File: src/rtl/pic_pkg.sv
package pic_pkg;
  localparam int LVL_W = 4;
  typedef logic [LVL_W-1:0] lvl_t;

  localparam lvl_t       LVL_TRAP_BASE = 4'd8;
  localparam logic [2:0] PRIO_RST      = 3'd4;

  localparam int ADR_FLAG      = 0;
  localparam int ADR_ENA       = 1;
  localparam int ADR_TRAP_CLR  = 2;
  localparam int ADR_CTRL      = 3;
  localparam int ADR_HOLD      = 4;
  localparam int ADR_PRIO_BASE = 8;
endpackage

File: src/rtl/pic_regs.sv
module pic_regs
  import pic_pkg::*;
#(
  parameter int N_SRC  = 8,
  parameter int N_TRAP = 4,
  parameter int DATA_W = 16,
  parameter int ADDR_W = 5,
  parameter int CNT_W  = 8
) (
  input  logic                    clk_i,
  input  logic                    rst_ni,
  input  logic                    wr_en_i,
  input  logic [ADDR_W-1:0]       wr_addr_i,
  input  logic [DATA_W-1:0]       wr_data_i,
  input  logic [N_SRC-1:0]        irq_i,
  input  logic [N_TRAP-1:0]       trap_i,
  output logic [N_SRC-1:0]        flag_o,
  output logic [N_SRC-1:0]        ena_o,
  output logic [N_SRC-1:0][2:0]   prio_o,
  output logic [N_TRAP-1:0]       trap_st_o,
  output logic                    nest_dis_o,
  output logic                    hold_act_o
);
  logic [N_SRC-1:0]  flag_q, ena_q;
  logic [N_TRAP-1:0] trap_q;
  logic              nest_q;
  logic [CNT_W-1:0]  hold_q;
  logic [2:0]        prio_q [N_SRC];

  logic wr_flag, wr_ena, wr_tclr, wr_ctrl, wr_hold;
  assign wr_flag = wr_en_i && (wr_addr_i == ADDR_W'(ADR_FLAG));
  assign wr_ena  = wr_en_i && (wr_addr_i == ADDR_W'(ADR_ENA));
  assign wr_tclr = wr_en_i && (wr_addr_i == ADDR_W'(ADR_TRAP_CLR));
  assign wr_ctrl = wr_en_i && (wr_addr_i == ADDR_W'(ADR_CTRL));
  assign wr_hold = wr_en_i && (wr_addr_i == ADDR_W'(ADR_HOLD));

  wire unused_data = ^wr_data_i;

  always_ff @(posedge clk_i or negedge rst_ni) begin
    if (!rst_ni) begin
      flag_q <= '0;
      ena_q  <= '0;
      trap_q <= '0;
      nest_q <= 1'b0;
    end else begin
      flag_q <= (wr_flag ? wr_data_i[N_SRC-1:0] : flag_q) | irq_i;
      if (wr_ena) ena_q <= wr_data_i[N_SRC-1:0];
      // a new trap condition wins over a clear in the same cycle
      trap_q <= (trap_q & ~(wr_tclr ? wr_data_i[N_TRAP-1:0] : '0)) | trap_i;
      if (wr_ctrl) nest_q <= wr_data_i[0];
    end
  end

  always_ff @(posedge clk_i or negedge rst_ni) begin
    if (!rst_ni)            hold_q <= '0;
    else if (wr_hold)       hold_q <= wr_data_i[CNT_W-1:0];
    else if (hold_q != '0)  hold_q <= hold_q - 1'b1;
  end

  for (genvar g = 0; g < N_SRC; g++) begin : g_prio
    localparam logic [ADDR_W-1:0] PADR = ADDR_W'(ADR_PRIO_BASE + g);
    always_ff @(posedge clk_i or negedge rst_ni) begin
      if (!rst_ni)                               prio_q[g] <= PRIO_RST;
      else if (wr_en_i && (wr_addr_i == PADR))   prio_q[g] <= wr_data_i[2:0];
    end
    assign prio_o[g] = prio_q[g];
  end

  assign flag_o     = flag_q;
  assign ena_o      = ena_q;
  assign trap_st_o  = trap_q;
  assign nest_dis_o = nest_q;
  assign hold_act_o = (hold_q != '0);

  assert_trap_latch_R4: assert property (@(posedge clk_i) disable iff (!rst_ni)
    (|trap_i) |=> ((trap_q & $past(trap_i)) == $past(trap_i)));

  assert_hold_count_R5: assert property (@(posedge clk_i) disable iff (!rst_ni)
    (hold_q != '0 && !wr_hold) |=> (hold_q == $past(hold_q) - 1'b1));
endmodule

File: src/rtl/pic_arb.sv
module pic_arb
  import pic_pkg::*;
#(
  parameter int N_SRC  = 8,
  parameter int N_TRAP = 4,
  parameter int VEC_W  = 4
) (
  input  logic                  clk_i,
  input  logic                  rst_ni,
  input  logic [N_SRC-1:0]      flag_i,
  input  logic [N_SRC-1:0]      ena_i,
  input  logic [N_SRC-1:0][2:0] prio_i,
  input  logic [N_TRAP-1:0]     trap_st_i,
  input  lvl_t                  cur_lvl_i,
  input  logic                  hold_act_i,
  input  logic                  nest_blk_i,
  input  logic                  flush_i,
  output logic                  req_o,
  output logic [VEC_W-1:0]      vec_o,
  output lvl_t                  lvl_o
);
  lvl_t             win_lvl;
  logic [VEC_W-1:0] win_vec;

  always_comb begin
    lvl_t cand;
    cand    = '0;
    win_lvl = '0;
    win_vec = '0;
    // trap levels rise with index, so a later trap beats an earlier one
    for (int t = 0; t < N_TRAP; t++) begin
      cand = LVL_TRAP_BASE + lvl_t'(t);
      if (trap_st_i[t] && cand > cur_lvl_i && cand > win_lvl) begin
        win_lvl = cand;
        win_vec = VEC_W'(t);
      end
    end
    // strict compare keeps the lowest index on a tie
    for (int s = 0; s < N_SRC; s++) begin
      cand = {1'b0, prio_i[s]};
      if (flag_i[s] && ena_i[s] && !nest_blk_i &&
          !(hold_act_i && cand >= 4'd1 && cand <= 4'd6) &&
          cand > cur_lvl_i && cand > win_lvl) begin
        win_lvl = cand;
        win_vec = VEC_W'(N_TRAP + s);
      end
    end
  end

  always_ff @(posedge clk_i or negedge rst_ni) begin
    if (!rst_ni) begin
      req_o <= 1'b0;
      vec_o <= '0;
      lvl_o <= '0;
    end else if (flush_i) begin
      req_o <= 1'b0;
    end else begin
      req_o <= (win_lvl != '0);
      vec_o <= win_vec;
      lvl_o <= win_lvl;
    end
  end

  assert_hold_mask_R5: assert property (@(posedge clk_i) disable iff (!rst_ni)
    (req_o && lvl_o >= 4'd1 && lvl_o <= 4'd6) |-> !$past(hold_act_i));

  assert_nest_block_R6: assert property (@(posedge clk_i) disable iff (!rst_ni)
    (req_o && lvl_o < LVL_TRAP_BASE) |-> !$past(nest_blk_i));

  assert_no_prio_zero_R2: assert property (@(posedge clk_i) disable iff (!rst_ni)
    req_o |-> (lvl_o != '0));
endmodule

File: src/rtl/pic_lvl_stack.sv
module pic_lvl_stack
  import pic_pkg::*;
#(
  parameter int DEPTH = 8
) (
  input  logic       clk_i,
  input  logic       rst_ni,
  input  logic       ack_i,
  input  lvl_t       ack_lvl_i,
  input  logic       ret_i,
  input  logic       cpu_we_i,
  input  logic [2:0] cpu_lvl_i,
  output lvl_t       cur_lvl_o,
  output logic       depth_nz_o,
  output logic       err_o
);
  localparam int PTR_W = $clog2(DEPTH + 1);
  localparam int IDX_W = (DEPTH > 1) ? $clog2(DEPTH) : 1;

  lvl_t             mem_q [DEPTH];
  logic [PTR_W-1:0] depth_q, top_ptr;
  lvl_t             cur_q;
  logic             err_q, full, empty;

  assign full    = (depth_q == PTR_W'(DEPTH));
  assign empty   = (depth_q == '0);
  assign top_ptr = depth_q - 1'b1;

  always_ff @(posedge clk_i or negedge rst_ni) begin
    if (!rst_ni) begin
      depth_q <= '0;
      cur_q   <= '0;
      err_q   <= 1'b0;
    end else begin
      err_q <= 1'b0;
      if (ack_i) begin
        cur_q <= ack_lvl_i;
        if (full) err_q   <= 1'b1;
        else      depth_q <= depth_q + 1'b1;
      end else if (ret_i) begin
        if (empty) begin
          err_q <= 1'b1;
        end else begin
          depth_q <= top_ptr;
          cur_q   <= mem_q[top_ptr[IDX_W-1:0]];
        end
      end else if (cpu_we_i) begin
        cur_q <= {1'b0, cpu_lvl_i};
      end
    end
  end

  always_ff @(posedge clk_i) begin
    if (ack_i && !full) mem_q[depth_q[IDX_W-1:0]] <= cur_q;
  end

  assign cur_lvl_o  = cur_q;
  assign depth_nz_o = !empty;
  assign err_o      = err_q;

  assert_depth_bound_R9: assert property (@(posedge clk_i) disable iff (!rst_ni)
    depth_q <= PTR_W'(DEPTH));

  assert_ack_raise_R7: assert property (@(posedge clk_i) disable iff (!rst_ni)
    ack_i |=> (cur_q == $past(ack_lvl_i)));

  assert_underflow_R9: assert property (@(posedge clk_i) disable iff (!rst_ni)
    (ret_i && !ack_i && empty) |=> (err_q && cur_q == $past(cur_q)));
endmodule

File: src/rtl/irq_prio_ctrl.sv
module irq_prio_ctrl
  import pic_pkg::*;
#(
  parameter int N_SRC  = 8,
  parameter int N_TRAP = 4,
  parameter int DATA_W = 16,
  parameter int ADDR_W = 5,
  parameter int CNT_W  = 8,
  parameter int DEPTH  = 8,
  parameter int VEC_W  = $clog2(N_SRC + N_TRAP)
) (
  input  logic              clk_i,
  input  logic              rst_ni,
  input  logic              wr_en_i,
  input  logic [ADDR_W-1:0] wr_addr_i,
  input  logic [DATA_W-1:0] wr_data_i,
  input  logic [N_SRC-1:0]  irq_i,
  input  logic [N_TRAP-1:0] trap_i,
  input  logic              cpu_lvl_we_i,
  input  logic [2:0]        cpu_lvl_i,
  input  logic              ack_i,
  input  logic              ret_i,
  output logic              req_o,
  output logic [VEC_W-1:0]  vec_o,
  output logic [3:0]        lvl_o,
  output logic [3:0]        cur_lvl_o,
  output logic              stk_err_o
);
  logic [N_SRC-1:0]      flag, ena;
  logic [N_SRC-1:0][2:0] prio;
  logic [N_TRAP-1:0]     trap_st;
  logic                  nest_dis, hold_act, depth_nz;
  logic                  ack_ok, flush, req_q;
  lvl_t                  lvl_q, cur_lvl;

  assign ack_ok = ack_i && req_q;
  assign flush  = ack_ok || ret_i || cpu_lvl_we_i;

  pic_regs #(
    .N_SRC(N_SRC), .N_TRAP(N_TRAP), .DATA_W(DATA_W), .ADDR_W(ADDR_W), .CNT_W(CNT_W)
  ) u_regs (
    .clk_i      (clk_i),
    .rst_ni     (rst_ni),
    .wr_en_i    (wr_en_i),
    .wr_addr_i  (wr_addr_i),
    .wr_data_i  (wr_data_i),
    .irq_i      (irq_i),
    .trap_i     (trap_i),
    .flag_o     (flag),
    .ena_o      (ena),
    .prio_o     (prio),
    .trap_st_o  (trap_st),
    .nest_dis_o (nest_dis),
    .hold_act_o (hold_act)
  );

  pic_arb #(
    .N_SRC(N_SRC), .N_TRAP(N_TRAP), .VEC_W(VEC_W)
  ) u_arb (
    .clk_i      (clk_i),
    .rst_ni     (rst_ni),
    .flag_i     (flag),
    .ena_i      (ena),
    .prio_i     (prio),
    .trap_st_i  (trap_st),
    .cur_lvl_i  (cur_lvl),
    .hold_act_i (hold_act),
    .nest_blk_i (nest_dis && depth_nz),
    .flush_i    (flush),
    .req_o      (req_q),
    .vec_o      (vec_o),
    .lvl_o      (lvl_q)
  );

  pic_lvl_stack #(
    .DEPTH(DEPTH)
  ) u_stack (
    .clk_i      (clk_i),
    .rst_ni     (rst_ni),
    .ack_i      (ack_ok),
    .ack_lvl_i  (lvl_q),
    .ret_i      (ret_i),
    .cpu_we_i   (cpu_lvl_we_i),
    .cpu_lvl_i  (cpu_lvl_i),
    .cur_lvl_o  (cur_lvl),
    .depth_nz_o (depth_nz),
    .err_o      (stk_err_o)
  );

  assign req_o     = req_q;
  assign lvl_o     = lvl_q;
  assign cur_lvl_o = cur_lvl;

  assert_above_cpu_R2: assert property (@(posedge clk_i) disable iff (!rst_ni)
    req_o |-> (lvl_o > cur_lvl_o));

  assert_ack_ignored_R7: assert property (@(posedge clk_i) disable iff (!rst_ni)
    (ack_i && !req_o && !ret_i && !cpu_lvl_we_i) |=> $stable(cur_lvl_o));

  assert_cpu_write_R11: assert property (@(posedge clk_i) disable iff (!rst_ni)
    (cpu_lvl_we_i && !ack_ok && !ret_i) |=> (cur_lvl_o == {1'b0, $past(cpu_lvl_i)}));
endmodule

File: config.mk
export PLATFORM = sky130hd
export DESIGN_NAME = irq_prio_ctrl
export DESIGN_NICKNAME = d
export VERILOG_FILES = /design/src/rtl/pic_pkg.sv /design/src/rtl/pic_regs.sv /design/src/rtl/pic_arb.sv /design/src/rtl/pic_lvl_stack.sv /design/src/rtl/irq_prio_ctrl.sv
export SDC_FILE = /design/constraint.sdc
export NUM_CORES = 1
export LEC_CHECK = 0
export ABC_AREA = 1
export ABC_CLOCK_PERIOD_IN_PS = 9700
export BUFFER_PORTS_ARGS = -buffer_cell sky130_fd_sc_hd__buf_2
export CAP_MARGIN = 20
export CORE_UTILIZATION = 51
export DETAILED_ROUTE_END_ITERATION = 12
export PLACE_DENSITY = 0.81
export SLEW_MARGIN = 20
export SYNTH_ARGS = -nofsm -noshare
export SYNTH_HDL_FRONTEND = slang
export SYNTH_SLANG_ARGS = --single-unit
File: constraint.sdc
create_clock -name clk_i -period 9.7 [get_ports clk_i]
set_clock_uncertainty 0.15 [all_clocks]
set_input_delay 0.97 -clock clk_i [delete_from_list [all_inputs] [get_ports clk_i]]
set_output_delay 0.97 -clock clk_i [all_outputs]
set_load 0.1 [all_outputs]
## Yosys cells after proc, flatten, opt, wreduce, memory -nomap -nowiden

Memories as Yosys holds them, arrays and structs flattened.
Cells that the tools add are included.

| word-level totals | value |
|---|---|
| memory bits (writable) | 32 |
| memories kept | 1 |
| bits in latches | 0 |
| logic and storage cells | 225 |
| register bits | 71 |
| bits in read-only memories | 0 |
| input bits | 42 |
| output and inout port bits | 14 |

| cells by class | value |
|---|---|
| magnitude comparators | 39 |
| multipliers | 0 |
| mux-type cells | 42 |
| add/sub/neg operators | 3 |
| divide/modulo/power cells | 0 |
| reductions and logical operators | 101 |
| shift operators | 0 |
| bitwise logic cells | 4 |
| equal/unequal tests | 16 |

Memory list:

| name | depth | bits a word | rd ports | clocked after Yosys merged registers in | write ports | RTL line | text |
|---|---|---|---|---|---|---|---|
| u_stack.mem_q | 8 | 4 | 1 | 0 | 1 | pic_lvl_stack.sv:20 | `lvl_t mem_q [DEPTH];` |

Operators by type and width:

| kind | count |
|---|---|
| 4-bit two-way mux | 25 |
| 1-bit logical AND | 79 |
| 3-bit by 4-bit greater-than comparator with 1-bit output | 16 |
| 5-bit by 4-bit equality test with 1-bit output (second input constant) | 8 |
| 4-bit greater-than comparator (first input constant) | 7 |
| 3-bit by 1-bit greater-or-equal comparator with 1-bit output (second input constant) | 8 |
| 3-bit less-or-equal comparator (second input constant) | 8 |
| 8-bit two-way mux | 3 |
| 3-bit two-way mux | 4 |
| 1-bit logical NOT | 11 |
| 5-bit by 2-bit equality test with 1-bit output (second input constant) | 2 |
| 1-bit two-way mux | 8 |
| 8-bit OR | 1 |
| 8-bit nonzero test | 1 |
| 8-bit by 1-bit subtractor with 8-bit output (second input constant) | 1 |
| 5-bit by 1-bit equality test with 1-bit output (second input constant) | 1 |
| 5-bit by 3-bit equality test with 1-bit output (second input constant) | 1 |
| 5-bit logical NOT | 1 |
| 4-bit by 1-bit adder with 4-bit output (second input constant) | 1 |
| 4-bit AND | 1 |
| 4-bit equality test (second input constant) | 1 |
| 4-bit logical NOT | 1 |
| 2-bit two-way mux | 2 |
| 2-bit inequality test (second input constant) | 2 |
| other kinds (10) | 12 |

## Logic depth before layout (Yosys ltp)

Gate-level depths: netlist of run 1.

| logic depth | value |
|---|---|
| depth after elaboration | 38 |
| gate-level depth with buffers | 83 |
| depth with buffers taken out | 83 |

## Modules after synthesis

From an unflattened synthesis of run 1, not the netlist that was laid out.

| second synthesis, totals | value |
|---|---|
| cell total of the unflattened synthesis | 845 |
| area total of the unflattened synthesis | 6721.4 um2 |

By module, submodules not included:

| module | sequential area each (um2) | cells each | instances | area each (um2) |
|---|---|---|---|---|
| pic_regs | 1336.3 | 265 | 1 | 2356.0 |
| pic_arb | 225.2 | 361 | 1 | 2319.7 |
| pic_lvl_stack | 1186.1 | 213 | 1 | 2023.2 |
| irq_prio_ctrl | 0.0 | 6 | 1 | 22.5 |

## Worst setup path after synthesis of run 1

OpenSTA, ideal clock, no wires.

| timing path | value |
|---|---|
| path type | register to register |
| start point | register u_stack.cur_q[0], in the netlist u_stack.cur_lvl_o[0] |
| end point | register u_arb.req_o |
| library setup time | 0.131 ns |
| period minus slack after synthesis | 10.801 ns |
| path slack | -1.101 ns |
| arrival time | 10.520 ns |
| buffers on the path | 0 |
| required time | 9.419 ns |
| cell stages (with the launch flop) | 76 |
| cell sequence | dfrtp_1 nor2_1 o21ai_2 nand2_2 inv_1 ha_1 nand2_1 nand2_1 nand2_1 nand3_2 nor2_1 nand3_1 nand2_1 inv_1 ha_1 nand2_1 nand2_1 nand2_1 [40 not listed] o21ai_2 ha_1 nand3_1 nand3_1 a2111oi_0 nand3_1 nand2_1 nand2_1 ha_1 nand2_1 o21ai_0 nand2_1 nor4_1 nand3_1 o21ai_0 nand2_1 nor2_1 nor2_1 |

| between the ends | value |
|---|---|
| cells in the longest elaborated chain, start to end | 38 |
| elaborated cells on any way between the ends | 60 |
| those cells by class | order compare: 23; mux: 13; reduce/logical: 24 |

Ends and longest elaborated chain:

| item | RTL line | text |
|---|---|---|
| start: declaration | pic_lvl_stack.sv:22 | `lvl_t cur_q;` |
| start signal: assignment | pic_lvl_stack.sv:37 | `cur_q <= ack_lvl_i;` |
| start signal: assignment | pic_lvl_stack.sv:45 | `cur_q <= mem_q[top_ptr[IDX_W-1:0]];` |
| start signal: assignment | pic_lvl_stack.sv:48 | `cur_q <= {1'b0, cpu_lvl_i};` |
| 4-bit greater-than comparator | pic_arb.sv:33 | `if (trap_st_i[t] && cand > cur_lvl_i && cand > win_lvl) begin` |
| 1-bit logical AND | pic_arb.sv:33 |  |
| 4-bit two-way mux | pic_arb.sv:33 |  |
| 4-bit greater-than comparator | pic_arb.sv:33 |  |
| 1-bit logical AND | pic_arb.sv:33 |  |
| 4-bit two-way mux | pic_arb.sv:33 |  |
| 4-bit greater-than comparator | pic_arb.sv:33 |  |
| 1-bit logical AND | pic_arb.sv:33 |  |
| [22 not listed] | -- |  |
| 3-bit by 4-bit greater-than comparator with 1-bit output | pic_arb.sv:43 | `cand > cur_lvl_i && cand > win_lvl) begin` |
| 1-bit logical AND | pic_arb.sv:43 |  |
| 4-bit two-way mux | pic_arb.sv:41 | `if (flag_i[s] && ena_i[s] && !nest_blk_i &&` |
| 3-bit by 4-bit greater-than comparator with 1-bit output | pic_arb.sv:43 |  |
| 1-bit logical AND | pic_arb.sv:43 |  |
| 4-bit two-way mux (*) | pic_arb.sv:41 |  |
| 4-bit nonzero test (*) | pic_arb.sv:58 | `req_o <= (win_lvl != '0);` |
| 1-bit two-way mux (*) | pic_arb.sv:55 | `end else if (flush_i) begin` |
| end signal: assignment | pic_arb.sv:58 |  |
| end: declaration | pic_arb.sv:18 | `output logic req_o,` |

Mark *: on every way between the ends. The rest lies on a longest branch, timed or not.
A chain may end at the register's enable or synchronous reset.

## Final worst setup path of run 1

| timing path | value |
|---|---|
| start point | register u_stack.cur_q[2], in the netlist u_stack.cur_lvl_o[2] |
| end point | register u_arb.vec_o[2] |

| between the ends | value |
|---|---|
| cells in the longest elaborated chain, start to end | 36 |
| elaborated cells on any way between the ends | 65 |
| those cells by class | order compare: 23; mux: 19; reduce/logical: 23 |

Ends and longest elaborated chain:

| item | RTL line | text |
|---|---|---|
| 4-bit greater-than comparator | pic_arb.sv:33 |  |
| 1-bit logical AND | pic_arb.sv:33 |  |
| 4-bit two-way mux | pic_arb.sv:33 |  |
| 4-bit greater-than comparator | pic_arb.sv:33 |  |
| 1-bit logical AND | pic_arb.sv:33 |  |
| 4-bit two-way mux | pic_arb.sv:33 |  |
| 4-bit greater-than comparator | pic_arb.sv:33 |  |
| 1-bit logical AND | pic_arb.sv:33 |  |
| [20 not listed] | -- |  |
| 1-bit logical AND | pic_arb.sv:43 |  |
| 4-bit two-way mux | pic_arb.sv:41 |  |
| 3-bit by 4-bit greater-than comparator with 1-bit output | pic_arb.sv:43 |  |
| 1-bit logical AND | pic_arb.sv:43 |  |
| 4-bit two-way mux | pic_arb.sv:41 |  |
| 3-bit by 4-bit greater-than comparator with 1-bit output | pic_arb.sv:43 |  |
| 1-bit logical AND | pic_arb.sv:43 |  |
| 4-bit two-way mux (*) | pic_arb.sv:41 |  |
| end signal: assignment | pic_arb.sv:59 | `vec_o <= win_vec;` |
| end: declaration | pic_arb.sv:19 | `output logic [VEC_W-1:0] vec_o,` |

Marks and branches as above.

==> results of run 1 <==
## sequential cells by signal (all words and copies together) (netlist names)
| name | cells |
|---|---|
| u_arb.vec_o | 4 |
| u_stack.depth_q | 4 |
| u_stack.err_o | 1 |
| u_arb.req_o | 1 |
| u_regs.ena_o | 8 |
| u_stack.cur_lvl_o | 4 |
| u_stack.mem_q | 32 |
| u_regs.hold_q | 8 |
| u_regs.nest_dis_o | 1 |
| u_regs.trap_st_o | 4 |
| u_regs.flag_o | 8 |
| u_arb.lvl_o | 4 |
| u_regs.prio_o | 24 |
## cell type report
type	instances	area, sq um
inverters	95	372
clock inverters	7	76.3
flip-flops and latches	103	2760
repair buffers	184	1290
fillers	902	3520
well taps	168	210
clock buffers	9	225
multi-input cells	561	3750
## tightest hold or removal path, stage by stage (launching register included)
cell	delay (ns)
dfrtp_1	0.35
nand2_1	0.05
o21ai_0	0.06
## power by group
part	internal (W)	switching [W]
Combinational	0.000459	0.000762
Sequential	0.000554	0.0000833
Clock	0.000203	0.000167
## placed cells by master, fill, tap and decap left out, types with 4 or more instances in the layout
cell type	instances
nand3_1	42
inv_2	12
dfrtp_4	4
o211ai_1	7
clkbuf_16	9
buf_6	8
o21ai_0	73
a21oi_1	22
ha_4	11
nand3_2	27
o21ai_4	4
o221ai_1	6
nand2_2	23
edfxtp_1	32
o22ai_1	7
nand4_1	13
nor3_1	10
nor2_1	56
nor2_2	6
dfstp_2	8
dfrtp_1	59
buf_2	47
and3_1	5
nand2_1	137
xor2_1	5
buf_4	129
inv_1	78
o21ai_1	4
ha_1	39
nand2_4	5
nand3_4	5
o21bai_1	11
o21ai_2	6
## layer usage
layer / global-route usage / share of wire
met1: 0.380 / 0.41
met2: 0.488 / 0.46
met3: 0.0575 / 0.074
met4: 0.181 / 0.061
met5: 0 / 0
## repair_timing
action	in CTS	in global routing
pin swaps	57	52
setup buffers	31	12
hold endpoints to repair	0	0
setup endpoints to repair	8	8
gates resized for setup	43	36
## worst max path at each step
stage	startpoint	endpoint	slack, ns
global placement	u_stack.cur_lvl_o[1]	u_arb.req_o	-0.65
finish	u_stack.cur_lvl_o[2]	u_arb.vec_o[2]	-1.52
detailed placement	u_stack.cur_lvl_o[1]	u_arb.req_o	-0.88
CTS	u_stack.cur_lvl_o[2]	u_arb.req_o	-0.60
global route	u_stack.cur_lvl_o[2]	u_arb.vec_o[2]	-1.95
floorplan	u_stack.cur_lvl_o[1]	u_arb.req_o	-0.16
## metrics by stage
step	hold slack (ns)	std cells	setup slack [ns]
2_1_floorplan	0.296	774	-0.158
3_3_place_gp	0.307	1069	-0.648
3_5_place_dp	0.320	1069	-0.876
4_1_cts	0.337	1116	-0.602
5_1_grt	0.381	1127	-1.95
6_report	0.336	1127	-1.52
## kinds of logic after synthesis
logic type      after synthesis  share of synthesized area
compound gates              159                      0.146
xor+xnor                      8                     0.0108
fa+ha+maj                    50                     0.0963
buf+inv                     110                     0.0687
flops                       103                      0.423
simple gates                344                      0.256
==> qor.txt, run 1 <==
Status -> finished, violations left
Violated checks -> setup timing
Crit-path leading delay family -> simple AND/OR/NAND/NOR gates
Final WS setup -> -1.52 ns
# hold bufs at CTS -> 0
Worst r2r path cells -> 77
Boundary pin count -> 56
Flop2flop setup slack -> -1.52 ns
Worst slew margin -> 0.240
Mapped Cells -> 774
Worst Setup Start Kind -> flip-flop
Worst path arrival time -> 11.31 ns
Share of flip-flops with an asynchronous set or reset -> 0.689
Via density -> 5.79
GRT Util Overall -> 0.303
TNS Setup -> -11.54 ns
Critical path type -> flip-flop to flip-flop
Routed Wire Length -> 19,800 microns
Synth Flop Type -> dfrtp_1
Routed len/inst -> 17.6 microns
CTS tree -> yes
DP Area -> 7700 sq um
CP max stage cell -> dfrtp_4
Post-layout min period -> 11.22 ns
Antenna-violating nets left -> 0
Hold endpoint -> u_regs.ena_o[4]
Synth cell count leaders -> 158 x nand2_1, 87 x inv_1, 77 x o21ai_0
Initial antenna violation count -> 0
VDD IR max -> 0.144 mV
DRC errors left -> 0
PwrDens -> 257 nW/um^2
Slew at the pin with the worst max-slew slack -> 1.13 ns
Slew Viols, Final -> 0
Hold crit path type -> flip-flop to flip-flop
Distinct cells, synth -> 52
First-pass GRT wire length -> 30,600 microns
Unrepaired setup endpoints after global routing -> yes
Overall power -> 0.00223 W
Drt pass-1 iters -> 6
Clk root buf -> clkbuf_16
Total die area -> 13,200 sq um
Ratio of cells with drive above 1 in the final layout -> 0.349
Maxcap violations -> 0
Crit-path max cell delay -> 0.52 ns
Mapped Area -> 6500 sq um
Final core occ -> 0.711
H-tree levels -> 3
WP data required -> 9.79 ns
Hold path startpoint -> u_regs.ena_o[4]
Core Box Area -> 12,200 sq um
Layout Nets -> 1,046
Die Height -> 115 microns
Buffers on Ports -> 47
GP Congestion -> 0.908
Critical R2R Capture -> u_arb.vec_o[2]
Synth Warn # -> 0
Most frequent cell after synthesis -> nand2_1
Critical path depth -> 77
Crit share post-route -> 1.16
Vias in the first global route -> 6,310
Leakage -> 4.03 nW
Clk slew on worst S/H paths -> 0.07 ns
Die width -> 115 microns
Crit path capture type -> flip-flop
Syn nets -> 866
Largest net degree at the start of global routing -> 72
Std cell rows -> 40
Proportion of netlist area held by the largest area contributor -> 0.243
Largest cells by area after synthesis -> dfrtp_1 24%, edfxtp_1 15%, ha_1 9.6%, nand2_1 9.1%, o21ai_0 5.9%
DR iter-0 viols -> 855
Hold Violations, Final -> 0
Effective utilization at floorplan -> 0.532
CTS Buffer Depth -> 2
Syn_area_per_cell -> 8.39 sq um
Clock Sinks -> 103
Yosys reg bits -> 103
Total grt overflow -> 0
Fin area -> 8690 sq um
Layout area overhead -> 33.7%
CP max FO -> 6
Setup Viol. Count Final -> 8
DP Wirelength -> 12,300 microns
Post-synthesis sequential area ratio -> 0.423
WHS Path Cells -> 2
Fmax achieved -> 89.2 MHz
Largest area contributor in the netlist -> dfrtp_1
Clock Latency Late Sink -> 0.36 ns
# diodes -> 0
Number of flops mapped to enable cells by yosys -> 32
Number of buffers created by CTS -> 9
Buffer and inverter count on the worst path -> 13
Worst r2r src -> u_stack.cur_lvl_o[2]
Routed vias -> 6,523
No activity file was read; power rests on OpenSTA's default activity.
==> run 2, diff against run 1 <==
--- a/config.mk
+++ b/config.mk
@@ -6,12 +6,13 @@
 export NUM_CORES = 1
 export LEC_CHECK = 0
 export ABC_AREA = 1
-export ABC_CLOCK_PERIOD_IN_PS = 9700
+export ABC_CLOCK_PERIOD_IN_PS = 13570
 export BUFFER_PORTS_ARGS = -buffer_cell sky130_fd_sc_hd__buf_2
 export CAP_MARGIN = 20
 export CORE_UTILIZATION = 51
 export DETAILED_ROUTE_END_ITERATION = 12
-export PLACE_DENSITY = 0.81
+export PLACE_DENSITY = 0.7
+export SKIP_LAST_GASP = 1
 export SLEW_MARGIN = 20
 export SYNTH_ARGS = -nofsm -noshare
 export SYNTH_HDL_FRONTEND = slang
==> constraint.sdc (replaced) <==
create_clock -name clk_i -period 13.57 [get_ports clk_i]
set_clock_uncertainty 0.15 [all_clocks]
set_input_delay 1.357 -clock clk_i [delete_from_list [all_inputs] [get_ports clk_i]]
set_output_delay 1.357 -clock clk_i [all_outputs]
set_load 0.1 [all_outputs]
==> qor.txt, run 2 (synthesis results as in run 1) <==
CP max stage cell -> dfrtp_1
Crit path capture type -> flip-flop
Reg area -> 2750 sq um
Antenna-violating nets left -> 0
Unrepaired setup endpoints after global routing -> no
WP data required -> 13.65 ns
Hold crit path type -> flip-flop to flip-flop
CTS Buffer Depth -> 2
# diodes -> 0
VDD IR max -> 0.0994 mV
Leakage -> 3.30 nW
Total grt overflow -> 0
Crit-path max cell delay -> 0.58 ns
TNS Setup -> 0 ns
Core Box Area -> 12,200 sq um
Total die area -> 13,200 sq um
Effective utilization at floorplan -> 0.532
Boundary pin count -> 56
Gr busiest metal -> met2
Postcts setup bufs -> 0
Clk root buf -> clkbuf_16
Slew at the pin with the worst max-slew slack -> 0.926 ns
CP max FO -> 13
Met2 usage -> 0.462
Commonest non-fill, non-tap cell in the layout -> nand2_1
Routed len/inst -> 16.6 microns
Post-layout min period -> 12.27 ns
Maxcap violations -> 0
Max FFs per register -> 32
Ratio of cells with drive above 1 in the final layout -> 0.148
# hold bufs at CTS -> 0
Routed vias -> 5,611
Fmax achieved -> 81.5 MHz
Status -> complete, no violations
Std cell rows -> 40
Layout Nets -> 913
GRT met3 Usage -> 0.0438
Clk slew on worst S/H paths -> 0.08 ns
Crit share post-route -> 0.904
Overall power -> 0.00138 W
DR iter-0 viols -> 479
Hold Violations, Final -> 0
Worst path arrival time -> 12.35 ns
FILL cells -> 1,115
Slew Viols, Final -> 0
DRC errors left -> 0
CTS tree -> yes
Die Height -> 115 microns
PwrDens -> 192 nW/um^2
GRT Util Overall -> 0.266
Post-cts resize count -> 0
Drt pass-1 iters -> 5
Setup Viol. Count Final -> 0
Via density -> 5.64
GP Congestion -> 0.861
Largest net degree at the start of global routing -> 72
Commonest non-fill, non-tap cells in the layout -> 158 x nand2_1, 87 x inv_1, 77 x o21ai_0
Number of buffers created by CTS -> 9
H-tree levels -> 3
Worst Setup Start Kind -> flip-flop
Critical path type -> flip-flop to flip-flop
Buffers on Ports -> 47
Cell mode on critical path -> nand2_1
Worst slew margin -> 0.382
Footprint of the multi-input gates -> 3300 sq um
Initial antenna violation count -> 0
Die width -> 115 microns
Clock Latency Late Sink -> 0.36 ns
Layout area overhead -> 10.7%
Vias in the first global route -> 5,398
DP Wirelength -> 12,000 microns
First-pass GRT wire length -> 26,800 microns
Clock Sinks -> 103
Routing usage on met1 -> 0.341
Routed Wire Length -> 16,500 microns
## run 2: per-stage QoR
stage	area, sq um	instances	setup WS (ns)	utilization	hold slack [ns]
after floorplan	6500	774	2.77	-	0.296
after global placement	6890	978	1.81	0.564	0.309
after detailed placement	6890	978	1.42	0.564	0.321
after CTS	7190	994	1.36	0.589	0.338
after global routing	7190	994	0.131	0.589	0.356
final	7190	994	1.30	0.589	0.335
## run 2: path summary, 6_finish.rpt
kind                       depth (start not counted)  slack, ns                  to            startpoint
max                                               76       1.30         u_arb.req_o  u_stack.cur_lvl_o[2]
min                                                2       0.33     u_regs.ena_o[2]       u_regs.ena_o[2]
max reg2reg                                       76       1.30         u_arb.req_o  u_stack.cur_lvl_o[2]
min reg2reg                                        2       0.33     u_regs.ena_o[2]       u_regs.ena_o[2]
max in group asynchronous                          2      11.60    u_regs.hold_q[5]                rst_ni
min in group asynchronous                          2       1.07  u_stack.depth_q[1]                rst_ni
## run 2: final cells by class
class | count | share of cell area
multi-input cells | 561 | 0.459
flip-flops and latches | 103 | 0.382
inverters | 95 | 0.0506
repair buffers | 51 | 0.0369
clock buffers | 9 | 0.0313
well taps | 168 | 0.0292
clock inverters | 7 | 0.0110
## run 2: layer usage
layer / share of wire / routed length, microns / up-vias
met5: 0 / 0 / -
met4: 0.014 / 223 / 0
met1: 0.45 / 7490 / 2688
met3: 0.043 / 708 / 17
li1: - / - / 2744
met2: 0.49 / 8040 / 162
## run 2: critical path: cells and delay by family, from the launching register on
| kind | cells | cell delay [ns] |
|---|---|---|
| compound gates | 13 | 1.94 |
| fa+ha+maj | 8 | 2.34 |
| buf+inv | 11 | 0.87 |
| flops | 1 | 0.58 |
| simple gates | 44 | 6.26 |
## run 2: power breakdown
group	leakage, nW	switching, W	internal (W)
Combinational	2.05	0.000439	0.000200
Sequential	1.11	0.0000783	0.000392
Clock	0.146	0.000126	0.000146
==> run 3, diff against run 2 <==
==> constraint.sdc (replaced) <==
create_clock -name clk_i -period 13.57 [get_ports clk_i]
set_clock_uncertainty 0.15 [all_clocks]
set_input_delay 0.6785 -clock clk_i [delete_from_list [all_inputs] [get_ports clk_i]]
set_output_delay 0.6785 -clock clk_i [all_outputs]
set_load 0.1 [all_outputs]
==> qor.txt, run 3 (synthesis results as in run 1) <==
H-tree levels -> 3
Core Box Area -> 12,200 sq um
Layout Nets -> 913
Hold crit path type -> flip-flop to flip-flop
Antenna-violating nets left -> 0
CTS Buffer Depth -> 2
CP max FO -> 13
Fmax achieved -> 81.7 MHz
Slew at the pin with the worst max-slew slack -> 0.925 ns
Effective utilization at floorplan -> 0.532
Routed Wire Length -> 16,200 microns
Critical path type -> flip-flop to flip-flop
Clock Sinks -> 103
CTS tree -> yes
Max FFs per register -> 32
Slew Viols, Final -> 0
Boundary pin count -> 56
Layout area overhead -> 10.6%
Die Height -> 115 microns
GP Congestion -> 0.865
Routed vias -> 5,598
WHS Path Cells -> 2
VDD IR max -> 0.0883 mV
Leakage -> 3.30 nW
Hold Violations, Final -> 0
Maxcap violations -> 0
PwrDens -> 190 nW/um^2
Std cell rows -> 40
Flop2flop setup slack -> 1.33 ns
Critical R2R Capture -> u_arb.req_o
Total die area -> 13,200 sq um
Worst r2r src -> u_stack.cur_lvl_o[2]
Worst slew margin -> 0.383
Post-layout min period -> 12.24 ns
Buffer and inverter count on the worst path -> 11
Worst r2r path cells -> 76
Ratio of cells with drive above 1 in the final layout -> 0.149
Commonest non-fill, non-tap cells in the layout -> 158 x nand2_1, 87 x inv_1, 77 x o21ai_0
Unrepaired setup endpoints after global routing -> no
# hold bufs at CTS -> 0
Clk root buf -> clkbuf_16
Via density -> 5.63
WP data required -> 13.65 ns
Crit-path max cell delay -> 0.57 ns
Placed insts -> 978
Final Non-Filler Cells -> 994
Commonest non-fill, non-tap cell in the layout -> nand2_1
Postcts setup bufs -> 0
TNS Setup -> 0 ns
FILL cells -> 1,151
Buffers on Ports -> 47
Clock Latency Late Sink -> 0.36 ns
DP Wirelength -> 12,000 microns
DR iter-0 viols -> 371
Status -> complete, no violations
CP max stage cell -> dfrtp_1
Largest net degree at the start of global routing -> 72
Drt pass-1 iters -> 7
GRT Util Overall -> 0.263
Crit path capture type -> flip-flop
Worst Setup Start Kind -> flip-flop
Crit share post-route -> 0.902
Routed len/inst -> 16.3 microns
Setup Viol. Count Final -> 0
DRC errors left -> 0
Hold WS -> 0.337 ns
First-pass GRT wire length -> 26,400 microns
Worst path arrival time -> 12.32 ns
Overall power -> 0.00136 W
Crit-path leading delay family -> simple AND/OR/NAND/NOR gates
Total grt overflow -> 0
Post-cts resize count -> 0
Die width -> 115 microns
Initial antenna violation count -> 0
Hold path startpoint -> u_regs.ena_o[2]
Clk slew on worst S/H paths -> 0.08 ns
Hold endpoint -> u_regs.ena_o[2]
# diodes -> 0
Vias in the first global route -> 5,363
Number of buffers created by CTS -> 9
Cell mode on critical path -> nand2_1
## run 3: per-layer routing
metal / routed length (microns) / share of wire / global-route usage / vias to the layer above
met5: 0 / 0 / 0 / -
met4: 361 / 0.022 / 0.0978 / 0
met3: 691 / 0.043 / 0.0332 / 27
met2: 7840 / 0.48 / 0.456 / 166
met1: 7320 / 0.45 / 0.338 / 2637
li1: - / - / - / 2768
## run 3: cell type report
type,count,area (sq um),share of cell area
multi-input combinational,561,3300,0.460
sequential,103,2750,0.382
inverter,95,364,0.0507
timing repair buffer,51,265,0.0369
clock buffer,9,225,0.0313
tap,168,210,0.0293
clock inverter,7,70.1,0.00975
## run 3: worst max-delay path by stage
stage                  end            startpoint  slack, ns  depth (start not counted)
6_report       u_arb.req_o  u_stack.cur_lvl_o[2]       1.33                         76
5_1_grt        u_arb.req_o  u_stack.cur_lvl_o[2]       0.11                         77
3_3_place_gp   u_arb.req_o  u_stack.cur_lvl_o[2]       1.77                         77
2_1_floorplan  u_arb.req_o  u_stack.cur_lvl_o[0]       2.77                         75
4_1_cts        u_arb.req_o  u_stack.cur_lvl_o[2]       1.50                         77
3_5_place_dp   u_arb.req_o  u_stack.cur_lvl_o[2]       1.53                         76
## run 3: tightest hold or removal path, stage by stage, from the launching register on
cell and delay [ns]:
dfrtp_1 0.34, nand2_1 0.05, o21ai_0 0.06
## run 3: where the power goes
group / total [W] / switching [W] / internal, W
logic: 0.000639 / 0.000439 / 0.000200
clock network: 0.000259 / 0.000128 / 0.000130
registers: 0.000466 / 0.0000744 / 0.000392
total: 0.00136 / 0.000642 / 0.000722
## run 3: per-stage QoR
step,setup WS [ns],instance area (sq um),util
finish,1.33,7190,0.588
global route,0.106,7190,0.588
CTS,1.50,7190,0.588
detailed placement,1.53,6890,0.564
global placement,1.77,6890,0.564
floorplan,2.77,6500,-
